File: config.mk
export PLATFORM = sky130hd
export DESIGN_NAME = mux_ad_target
export DESIGN_NICKNAME = d
export VERILOG_FILES = /design/src/rtl/mux_ad_target_pkg.sv /design/src/rtl/mux_ad_target_decode.sv /design/src/rtl/mux_ad_target_regs.sv /design/src/rtl/mux_ad_target_ctrl.sv /design/src/rtl/mux_ad_target.sv
export SDC_FILE = /design/constraint.sdc
export NUM_CORES = 2
export LEC_CHECK = 0
export BUFFER_PORTS_ARGS = -buffer_cell sky130_fd_sc_hd__buf_2
export CORE_ASPECT_RATIO = 0.9
export CORE_MARGIN = 5
export CORE_UTILIZATION = 64
export CTS_CLUSTER_DIAMETER = 120
export CTS_CLUSTER_SIZE = 20
export DETAILED_ROUTE_END_ITERATION = 6
export HOLD_SLACK_MARGIN = 0.15
export MAX_ROUTING_LAYER = met4
export PLACE_DENSITY = 0.77
export SYNTH_ARGS = -nofsm -noshare
export SYNTH_HDL_FRONTEND = slang
export SYNTH_SLANG_ARGS = --single-unit
File: constraint.sdc
create_clock -name clk -period 3.1 [get_ports clk]
set_clock_uncertainty 0.05 [all_clocks]
set_input_delay 0.62 -clock clk [delete_from_list [all_inputs] [get_ports clk]]
set_output_delay 0.62 -clock clk [all_outputs]
set_load 0.005 [all_outputs]
File: src/rtl/mux_ad_target_pkg.sv
// Shared constants and types for the multiplexed address/data target.
// Assumes a 32-bit shared bus with one control line per byte lane.
package mux_ad_target_pkg;
    localparam int AD_W  = 32;
    localparam int LANES = AD_W / 8;

    localparam logic [LANES-1:0] CMD_IO_RD  = 4'b0010;
    localparam logic [LANES-1:0] CMD_IO_WR  = 4'b0011;
    localparam logic [LANES-1:0] CMD_MEM_RD = 4'b0110;
    localparam logic [LANES-1:0] CMD_MEM_WR = 4'b0111;

    typedef enum logic [1:0] {
        ST_IDLE  = 2'd0,
        ST_XFER  = 2'd1,
        ST_DRAIN = 2'd2,
        ST_SKIP  = 2'd3
    } tgt_state_e;
endpackage

File: src/rtl/mux_ad_target_decode.sv
// Address-phase decoder: classifies the command and matches the address
// against the memory and I/O windows. Purely combinational.
// Assumes each window spans WORDS 32-bit words aligned to its own size.
module mux_ad_target_decode
    import mux_ad_target_pkg::*;
#(
    parameter logic [AD_W-1:0] MEM_BASE = 32'h8000_0000,
    parameter logic [AD_W-1:0] IO_BASE  = 32'h0000_1000,
    parameter int              IDX_W    = 6
) (
    input  logic [AD_W-1:2]  addr_w,
    input  logic [LANES-1:0] cmd,
    output logic             hit,
    output logic             is_write,
    output logic [IDX_W-1:0] idx
);
    localparam int LO = IDX_W + 2;

    logic mem_match;
    logic io_match;

    assign mem_match = (addr_w[AD_W-1:LO] == MEM_BASE[AD_W-1:LO]);
    assign io_match  = (addr_w[AD_W-1:LO] == IO_BASE[AD_W-1:LO]);
    assign idx       = addr_w[LO-1:2];

    // Command classification and window selection
    always_comb begin
        hit      = 1'b0;
        is_write = 1'b0;
        case (cmd)
            CMD_MEM_RD: hit = mem_match;
            CMD_MEM_WR: begin hit = mem_match; is_write = 1'b1; end
            CMD_IO_RD:  hit = io_match;
            CMD_IO_WR:  begin hit = io_match;  is_write = 1'b1; end
            default:    hit = 1'b0;
        endcase
    end
endmodule

File: src/rtl/mux_ad_target_regs.sv
// Register array split into byte lanes; each lane is written only when its
// enable is set, and read lanes with a clear enable return zero.
// Assumes a single write port and a single combinational read port.
module mux_ad_target_regs
    import mux_ad_target_pkg::*;
#(
    parameter int WORDS = 64,
    parameter int IDX_W = $clog2(WORDS)
) (
    input  logic             clk,
    input  logic             rst_n,
    input  logic             wr_en,
    input  logic [IDX_W-1:0] wr_idx,
    input  logic [LANES-1:0] wr_be,
    input  logic [AD_W-1:0]  wr_data,
    input  logic [IDX_W-1:0] rd_idx,
    input  logic [LANES-1:0] rd_be,
    output logic [AD_W-1:0]  rd_data
);
    for (genvar ln = 0; ln < LANES; ln++) begin : g_lane
        logic [7:0] lane_q [WORDS];

        // Lane storage: cleared on reset, written per byte enable
        always_ff @(posedge clk) begin
            if (!rst_n) begin
                for (int i = 0; i < WORDS; i++) lane_q[i] <= 8'h00;
            end else if (wr_en && wr_be[ln]) begin
                lane_q[wr_idx] <= wr_data[8*ln +: 8];
            end
        end

        assign rd_data[8*ln +: 8] = rd_be[ln] ? lane_q[rd_idx] : 8'h00;
    end
endmodule

File: src/rtl/mux_ad_target_ctrl.sv
// Transaction sequencer: captures the address phase, paces data phases with
// wait cycles, steps the word index, and ends bursts at the window edge.
// Assumes the initiator drops frame on its final phase and after a stop.
module mux_ad_target_ctrl
    import mux_ad_target_pkg::*;
#(
    parameter int WORDS       = 64,
    parameter int IDX_W       = $clog2(WORDS),
    parameter int WAIT_CYCLES = 1
) (
    input  logic             clk,
    input  logic             rst_n,
    input  logic             frame,
    input  logic             irdy,
    input  logic             dec_hit,
    input  logic             dec_write,
    input  logic [IDX_W-1:0] dec_idx,
    output logic             claim,
    output logic             trdy,
    output logic             stop,
    output logic             wr_fire,
    output logic             rd_active,
    output logic [IDX_W-1:0] cur_idx
);
    localparam int               WAIT_W = (WAIT_CYCLES > 0) ? $clog2(WAIT_CYCLES + 1) : 1;
    localparam logic [WAIT_W-1:0] WAIT_LD = WAIT_W'(WAIT_CYCLES);
    localparam logic [IDX_W-1:0]  LAST   = IDX_W'(WORDS - 1);

    tgt_state_e        state_q;
    logic [WAIT_W-1:0] wcnt_q;
    logic [IDX_W-1:0]  idx_q;
    logic              write_q;
    logic              phase_done;
    logic              at_last;

    assign trdy       = (state_q == ST_XFER) && (wcnt_q == '0);
    assign phase_done = trdy && irdy;
    assign at_last    = (idx_q == LAST);
    assign stop       = (trdy && at_last && frame) || (state_q == ST_DRAIN);
    assign claim      = (state_q == ST_XFER) || (state_q == ST_DRAIN);
    assign wr_fire    = phase_done && write_q;
    assign rd_active  = (state_q == ST_XFER) && !write_q;
    assign cur_idx    = idx_q;

    // Transaction state, wait counter, index and direction
    always_ff @(posedge clk) begin
        if (!rst_n) begin
            state_q <= ST_IDLE;
            wcnt_q  <= '0;
            idx_q   <= '0;
            write_q <= 1'b0;
        end else begin
            case (state_q)
                ST_IDLE: begin
                    if (frame) begin
                        if (dec_hit) begin
                            state_q <= ST_XFER;
                            idx_q   <= dec_idx;
                            write_q <= dec_write;
                            wcnt_q  <= WAIT_LD;
                        end else begin
                            state_q <= ST_SKIP;
                        end
                    end
                end
                ST_XFER: begin
                    if (phase_done) begin
                        if (!frame) begin
                            state_q <= ST_IDLE;
                        end else if (at_last) begin
                            state_q <= ST_DRAIN;
                        end else begin
                            idx_q  <= idx_q + 1'b1;
                            wcnt_q <= WAIT_LD;
                        end
                    end else if (wcnt_q != '0) begin
                        wcnt_q <= wcnt_q - 1'b1;
                    end
                end
                ST_DRAIN: begin
                    if (!frame) state_q <= ST_IDLE;
                end
                default: begin
                    if (!frame && !irdy) state_q <= ST_IDLE;
                end
            endcase
        end
    end


    trdy_hold_chk: assert property (@(posedge clk) disable iff (!rst_n)
        (trdy && !irdy) |=> (trdy && cur_idx == $past(cur_idx)));


    idx_step_chk: assert property (@(posedge clk) disable iff (!rst_n)
        (phase_done && frame && !stop) |=> (cur_idx == $past(cur_idx) + 1'b1));


    stop_hold_chk: assert property (@(posedge clk) disable iff (!rst_n)
        (stop && frame) |=> stop);


    claim_end_chk: assert property (@(posedge clk) disable iff (!rst_n)
        $fell(claim) |-> !$past(frame));

    if (WAIT_CYCLES > 0) begin : g_wait_chk

        wait_gap_chk: assert property (@(posedge clk) disable iff (!rst_n)
            $rose(trdy) |-> ($past(claim) && !$past(trdy)));
    end
endmodule

File: src/rtl/mux_ad_target.sv
// Top of the multiplexed address/data burst target: ties the decoder,
// sequencer and byte-lane register array to the shared bus lines.
// Assumes the shared lines are split into separate in/out with an enable.
module mux_ad_target
    import mux_ad_target_pkg::*;
#(
    parameter logic [31:0] MEM_BASE    = 32'h8000_0000,
    parameter logic [31:0] IO_BASE     = 32'h0000_1000,
    parameter int          WORDS       = 64,
    parameter int          WAIT_CYCLES = 1
) (
    input  logic        clk,
    input  logic        rst_n,
    input  logic        bus_frame,
    input  logic        bus_irdy,
    input  logic [31:0] bus_ad_in,
    input  logic [3:0]  bus_cbe,
    output logic [31:0] bus_ad_out,
    output logic        bus_ad_oe,
    output logic        tgt_ready,
    output logic        tgt_stop,
    output logic        tgt_claim
);
    localparam int IDX_W = $clog2(WORDS);

    logic             dec_hit;
    logic             dec_write;
    logic [IDX_W-1:0] dec_idx;
    logic             wr_fire;
    logic             rd_active;
    logic [IDX_W-1:0] cur_idx;
    logic [AD_W-1:0]  rd_data;

    mux_ad_target_decode #(
        .MEM_BASE (MEM_BASE),
        .IO_BASE  (IO_BASE),
        .IDX_W    (IDX_W)
    ) u_decode (
        .addr_w   (bus_ad_in[AD_W-1:2]),
        .cmd      (bus_cbe),
        .hit      (dec_hit),
        .is_write (dec_write),
        .idx      (dec_idx)
    );

    mux_ad_target_ctrl #(
        .WORDS       (WORDS),
        .IDX_W       (IDX_W),
        .WAIT_CYCLES (WAIT_CYCLES)
    ) u_ctrl (
        .clk       (clk),
        .rst_n     (rst_n),
        .frame     (bus_frame),
        .irdy      (bus_irdy),
        .dec_hit   (dec_hit),
        .dec_write (dec_write),
        .dec_idx   (dec_idx),
        .claim     (tgt_claim),
        .trdy      (tgt_ready),
        .stop      (tgt_stop),
        .wr_fire   (wr_fire),
        .rd_active (rd_active),
        .cur_idx   (cur_idx)
    );

    mux_ad_target_regs #(
        .WORDS (WORDS),
        .IDX_W (IDX_W)
    ) u_regs (
        .clk     (clk),
        .rst_n   (rst_n),
        .wr_en   (wr_fire),
        .wr_idx  (cur_idx),
        .wr_be   (bus_cbe),
        .wr_data (bus_ad_in),
        .rd_idx  (cur_idx),
        .rd_be   (bus_cbe),
        .rd_data (rd_data)
    );

    assign bus_ad_oe  = rd_active;
    assign bus_ad_out = rd_active ? rd_data : '0;


    ready_owned_chk: assert property (@(posedge clk) disable iff (!rst_n)
        tgt_ready |-> tgt_claim);


    drive_owned_chk: assert property (@(posedge clk) disable iff (!rst_n)
        bus_ad_oe |-> (tgt_claim && !(tgt_stop && !tgt_ready)));
endmodule

Word level (Yosys, flattened, before mapping)
Memory sizes are Yosys's and may differ from the RTL's. A register that Yosys moved wholly into a read port is not among the register bits.
Index checks and enable logic that the tools add are counted.
- add/subtract/negate cells: 2
- bitwise operators: 1
- shifts and indexed selects: 0
- eq/ne operators: 18
- order comparisons: 0
- div/mod/pow operators: 0
- multiplexer cells: 61
- multiply operators: 0
- reductions and logical operators: 30
- operator list (operator ; count):
    $mux 6 ; 17
    $mux 8 ; 8
    $mux 32 ; 1
    $reduce_or 8->1 ; 4
    $eq 24x24->1 const B ; 1
    $eq 24x5->1 const B ; 1
    $mux 1 ; 24
    $mux 2 ; 7
    $pmux 6 s2 ; 1
    $logic_and 1x1->1 ; 11
    $ne 2x2->1 const B ; 5
    $reduce_and 5->1 ; 2
    $eq 4x2->1 const B ; 2
    $eq 4x3->1 const B ; 2
    $add 6x1->6 const B ; 1
    $eq 6x6->1 const B ; 1
    $ne 3x3->1 const B ; 2
    $pmux 2 s3 ; 1
    $reduce_and 6->1 ; 1
    $reduce_or 2->1 ; 3
    $pmux 1 s2 ; 2
    $reduce_bool 4->1 ; 1
    $logic_not 1->1 ; 3
    $ne 3x2->1 const B ; 1
    other kinds (9) ; 10
- output and inout bits: 36
- latch bits: 0
- word-level logic and storage cells: 120
- memories: 4
- bits of input ports: 40
- flip-flop bits (word level): 10
- bits in read-only memories: 0
- bits in writable memories: 2048
- memories (name ; depth ; bits a word ; read ports ; clocked after Yosys merged registers in ; wr ports ; RTL line ; RTL):
    u_regs.g_lane[0].lane_q ; 64 ; 8 ; 1 ; 1 ; 64 ; mux_ad_target_regs.sv:21 ; logic [7:0] lane_q [WORDS];
    u_regs.g_lane[1].lane_q ; 64 ; 8 ; 1 ; 1 ; 64 ; mux_ad_target_regs.sv:21 ;
    u_regs.g_lane[2].lane_q ; 64 ; 8 ; 1 ; 1 ; 64 ; mux_ad_target_regs.sv:21 ;
    u_regs.g_lane[3].lane_q ; 64 ; 8 ; 1 ; 1 ; 64 ; mux_ad_target_regs.sv:21 ;

Depth between registers and ports, before layout
- depth after elaboration: 10
- gate-level depth with buffers: 11
- mapped depth without buffers: 7

By module
A second synthesis with hierarchy kept.
- cells, all modules: 6370
- area, all modules: 95904.5 um^2
- by module, submodules not included (module ; area each (um^2) ; cells each ; sequential area each (um^2) ; times used):
    mux_ad_target_regs ; 94770.9 ; 6231 ; 61499.0 ; 1
    mux_ad_target_ctrl ; 703.2 ; 84 ; 200.2 ; 1
    mux_ad_target ; 255.2 ; 35 ; 0.0 ; 1
    mux_ad_target_decode ; 175.2 ; 20 ; 0.0 ; 1

Worst setup path after synthesis
Ideal clock, no wire load.
- kind: input to register
- start point: input rst_n
- end point: memory u_regs.g_lane[0].lane_q[58][0], enable pin
- cell stages on the path: 8
- required time: 2.666 ns
- slack: 0.215 ns
- library setup time: 0.384 ns
- buffers on the path: 4
- arrival time: 2.451 ns
- cells stage by stage: clkbuf_1 > nand3_1 > nor2_1 > nand2_1 > clkbuf_1 > clkbuf_1 > clkbuf_1 > o21ai_0
- RTL lines (element ; RTL line ; RTL):
    start, declared ; mux_ad_target.sv:13 ; input logic rst_n,
    end, declared ; mux_ad_target_regs.sv:21 ;

==> impl_results.md <==
* Status: complete, but fails checks
* Failing checks: setup timing
* # rows at 134
* Post-Syn Area at about 96000 um2
* Final WS setup at -0.921 ns
* Hold Startpoint: bus_ad_in[26]
* Standby leakage power at 38.2 nW
* Yosys Warn Count at 0
* Ratio of cells with drive above 1 in the final layout at around a quarter
* R2R cell count at 4
* DRT antenna net count at 0
* Die Area at roughly 160000 um2
* Top Ports at 76
* Fin crit share at 130%
* Dpl hpwl at approximately 180000 um
* TNS Setup at -27.04 ns
* Final net count at just under 7k
* Final core utilization at 73.1%
* CTS tree: yes
* Hold path depth at 2
* Mapped Nets at 6358
* Vias/cell at 6.67
* Reg2Reg Capture Point: u_regs.g_lane[1].lane_q[0][2]
* VDD IR max at around 560 uV
* Power Density at 531 nW/um2
* Critical path type: reg2out
* EDFF count, synth at 2048
* Arr. time, crit path at 3.35 ns
* Gate Count Post-Synth at around 6.3k
* Remaining DRCs at 0
* Bufs and invs on worst path at 6
* Slew headroom at under 10%
* Layout fillers at roughly 9k
* Crit path launch type: flop
* Hold Vio Cnt, Final at 0
* Final Max Slew Viols at 0
* Endpoints failing setup at 32
* Port bufs at 75
* Share of the synthesized area in the top cell type at about 64%
* Post-CTS Hold Buffers at 0
* Final Power at around 58 mW
* DRT iter0 DRCs at roughly 9.5k
* RR Startpoint: u_ctrl.cur_idx[3]
* Deepest clock path buffer count at 3
* Largest net degree at the start of global routing at between 100 and 150
* Crit path max fanout at 8
* FFs w/ async S/R, synth at 0%
* TritonCTS Buffers at around 110
* Global route overflow at 0
* Pre-CTS setup slack at -0.605 ns
* Max-Cap Viols at 0
* Register area share after synthesis at between 60% and 70%
* Area Overhead vs Synth at 13.4%
* Largest stage delay on the critical path at ~0.54 ns
* Die width at roughly 420 um
* Starting Density at about 64%
* Commonest non-fill, non-tap cell in the layout: edfxtp_1
* RSZ-0062 raised after global routing: true
* Slew @ Worst Pin at approximately 1.4 ns
* Hold EP: u_regs.g_lane[3].lane_q[16][2]
* GRT Total Usage at between 30% and 40%
* Router iterations before antenna repair at 6
* Chip Height at ~380 um
* Clk slew on worst S/H paths at about 0.090 ns
* Synth cell types at 65
* Routed wire length at approximately 280000 um
* Synth area leaders: edfxtp_1 (64%), mux4_2 (13%), and2_1 (13%)
* Number of antenna violations at the first check in global routing at 17
* Critical path cell sequence: buf_8, buf_16, buf_12, buf_12, mux4_2, mux2i_4, mux2i_4, a211oi_2, buf_4, o22ai_4, buf_2
* Routed len/inst at between 30 and 40 um
* Worst reg-to-reg setup slack at 0.20 ns
* Top_reg_cell synth: edfxtp_1
* Top Family by Delay on Critical Path: multiplexers
* Minimum clock period at between 4 and 5 ns
* Hold Path Class: in2reg
* Critical path endpoint category: output port
* GP Congestion at between 0.9 and 1
* Clock sink count at 2064
* First-pass GRT wire length at about 400000 um
* Most frequent cells in the layout: edfxtp_1 (2048), and2_1 (1987), buf_4 (639)
* Slowest cell on crit path: mux4_2
* Clock Latency Late Sink at about 0.78 ns
* H-tree depth at 3
* Via count at 58.8k
* Core ar. at roughly 150000 um2
* Clock Tree Root: clkbuf_16
* Req. time, crit path at 2.43 ns
* Achievable Freq at around 250 MHz
* Vias in the first global route at 57.2k
* Post-synth top area cell: edfxtp_1
* Synth Register Bits at approximately 2.1k
* Syn avg cell area at ~15 um2
==> how the worst max path moves through the flow <==
stage | start | slack, ns | cells past startpoint | to
final | flop | -0.92 | 11 | bus_ad_out[17]
after global routing | flop | -0.97 | 11 | bus_ad_out[28]
after CTS | flop | -0.94 | 11 | bus_ad_out[17]
after detailed placement | flop | -0.60 | 10 | bus_ad_out[3]
after global placement | flop | -0.62 | 10 | bus_ad_out[3]
after floorplan | rst_n | 0.21 | 8 | u_regs.g_lane[0].lane_q[58][0]
==> logic make-up (layout without fill, tap and decap cells) <==
logic type	Yosys count	after routing	share of synthesized area (%)
buffers and inverters	510	1029	2.33
other	0	10	0
DFF	2064	2064	64.6
and+or+nand+nor	2604	2604	15.8
adders and majority gates	4	4	0.0523
AOI/OAI and AO/OA	432	432	2.63
muxes	700	700	14.7
==> where the power goes <==
| part | internal, mW | switching [mW] | total, mW |
|---|---|---|---|
| Combinational | 4.55 | 5.45 | 10.0 |
| Sequential | 31.5 | 0.435 | 32.0 |
| Clock | 6.90 | 8.76 | 15.7 |
| Total | 43.0 | 14.6 | 57.6 |
==> registers in the layout, summed over array words and instances (netlist names), named ones only <==
| signal | flops |
|---|---|
| u_regs.g_lane.lane_q | 2048 |
| u_ctrl.cur_idx | 6 |
| u_ctrl.wcnt_q | 1 |
| u_ctrl.write_q | 1 |
| u_ctrl.state_q | 2 |
==> cells in the mapped netlist, types with 13 or more instances <==
library cell  number
edfxtp_1        2048
and2_1          1987
mux4_2           558
clkbuf_1         362
nor2_1           295
o21ai_0          272
nand2_1          138
mux2i_1          107
nor3_1            89
buf_2             59
buf_4             42
mux2_2            35
a31oi_1           29
buf_1             27
nand3_1           25
a21oi_1           23
o22ai_1           19
nor2b_1           18
dfxtp_1           16
a22oi_1           14
nor4_1            13
==> per-stage QoR <==
| stage | std cells | area, um2 | hold WS [ns] |
|---|---|---|---|
| 6_report | 8815 | 109000 | 0.212 |
| 5_1_grt | 8813 | 109000 | 0.196 |
| 4_1_cts | 8792 | 108000 | 0.171 |
| 3_5_place_dp | 8577 | 103000 | 0.483 |
| 3_3_place_gp | 8577 | 103000 | 0.470 |
| 2_1_floorplan | 6314 | 95800 | 0.433 |
==> cell type report <==
type,count,area (um2),share of cell area [%]
repair buffers,874,8310,7.65
diodes,10,25.0,0.0230
flip-flops and latches,2064,61800,57.0
well taps,1972,2470,2.27
clock inverters,3,28.8,0.0265
inverters,9,37.5,0.0346
clock buffers,143,3070,2.83
multi-input cells,3740,32800,30.2
==> metal layers <==
metal	share of wire (%)	track usage (%)
met5	0	-
met2	46	53.6
met1	35	49.2
met3	13	8.89
met4	5.7	15.6
==> timing repair <==
action / CTS / global route
resized for setup: 255 / 51
endpoints found under the setup margin: 33 / 33
cloned: 18 / 2
setup buffers: 56 / 13
pin swaps: 34 / 16
endpoints found under the hold margin: 0 / 0
Power figures use the tool's default switching activity.
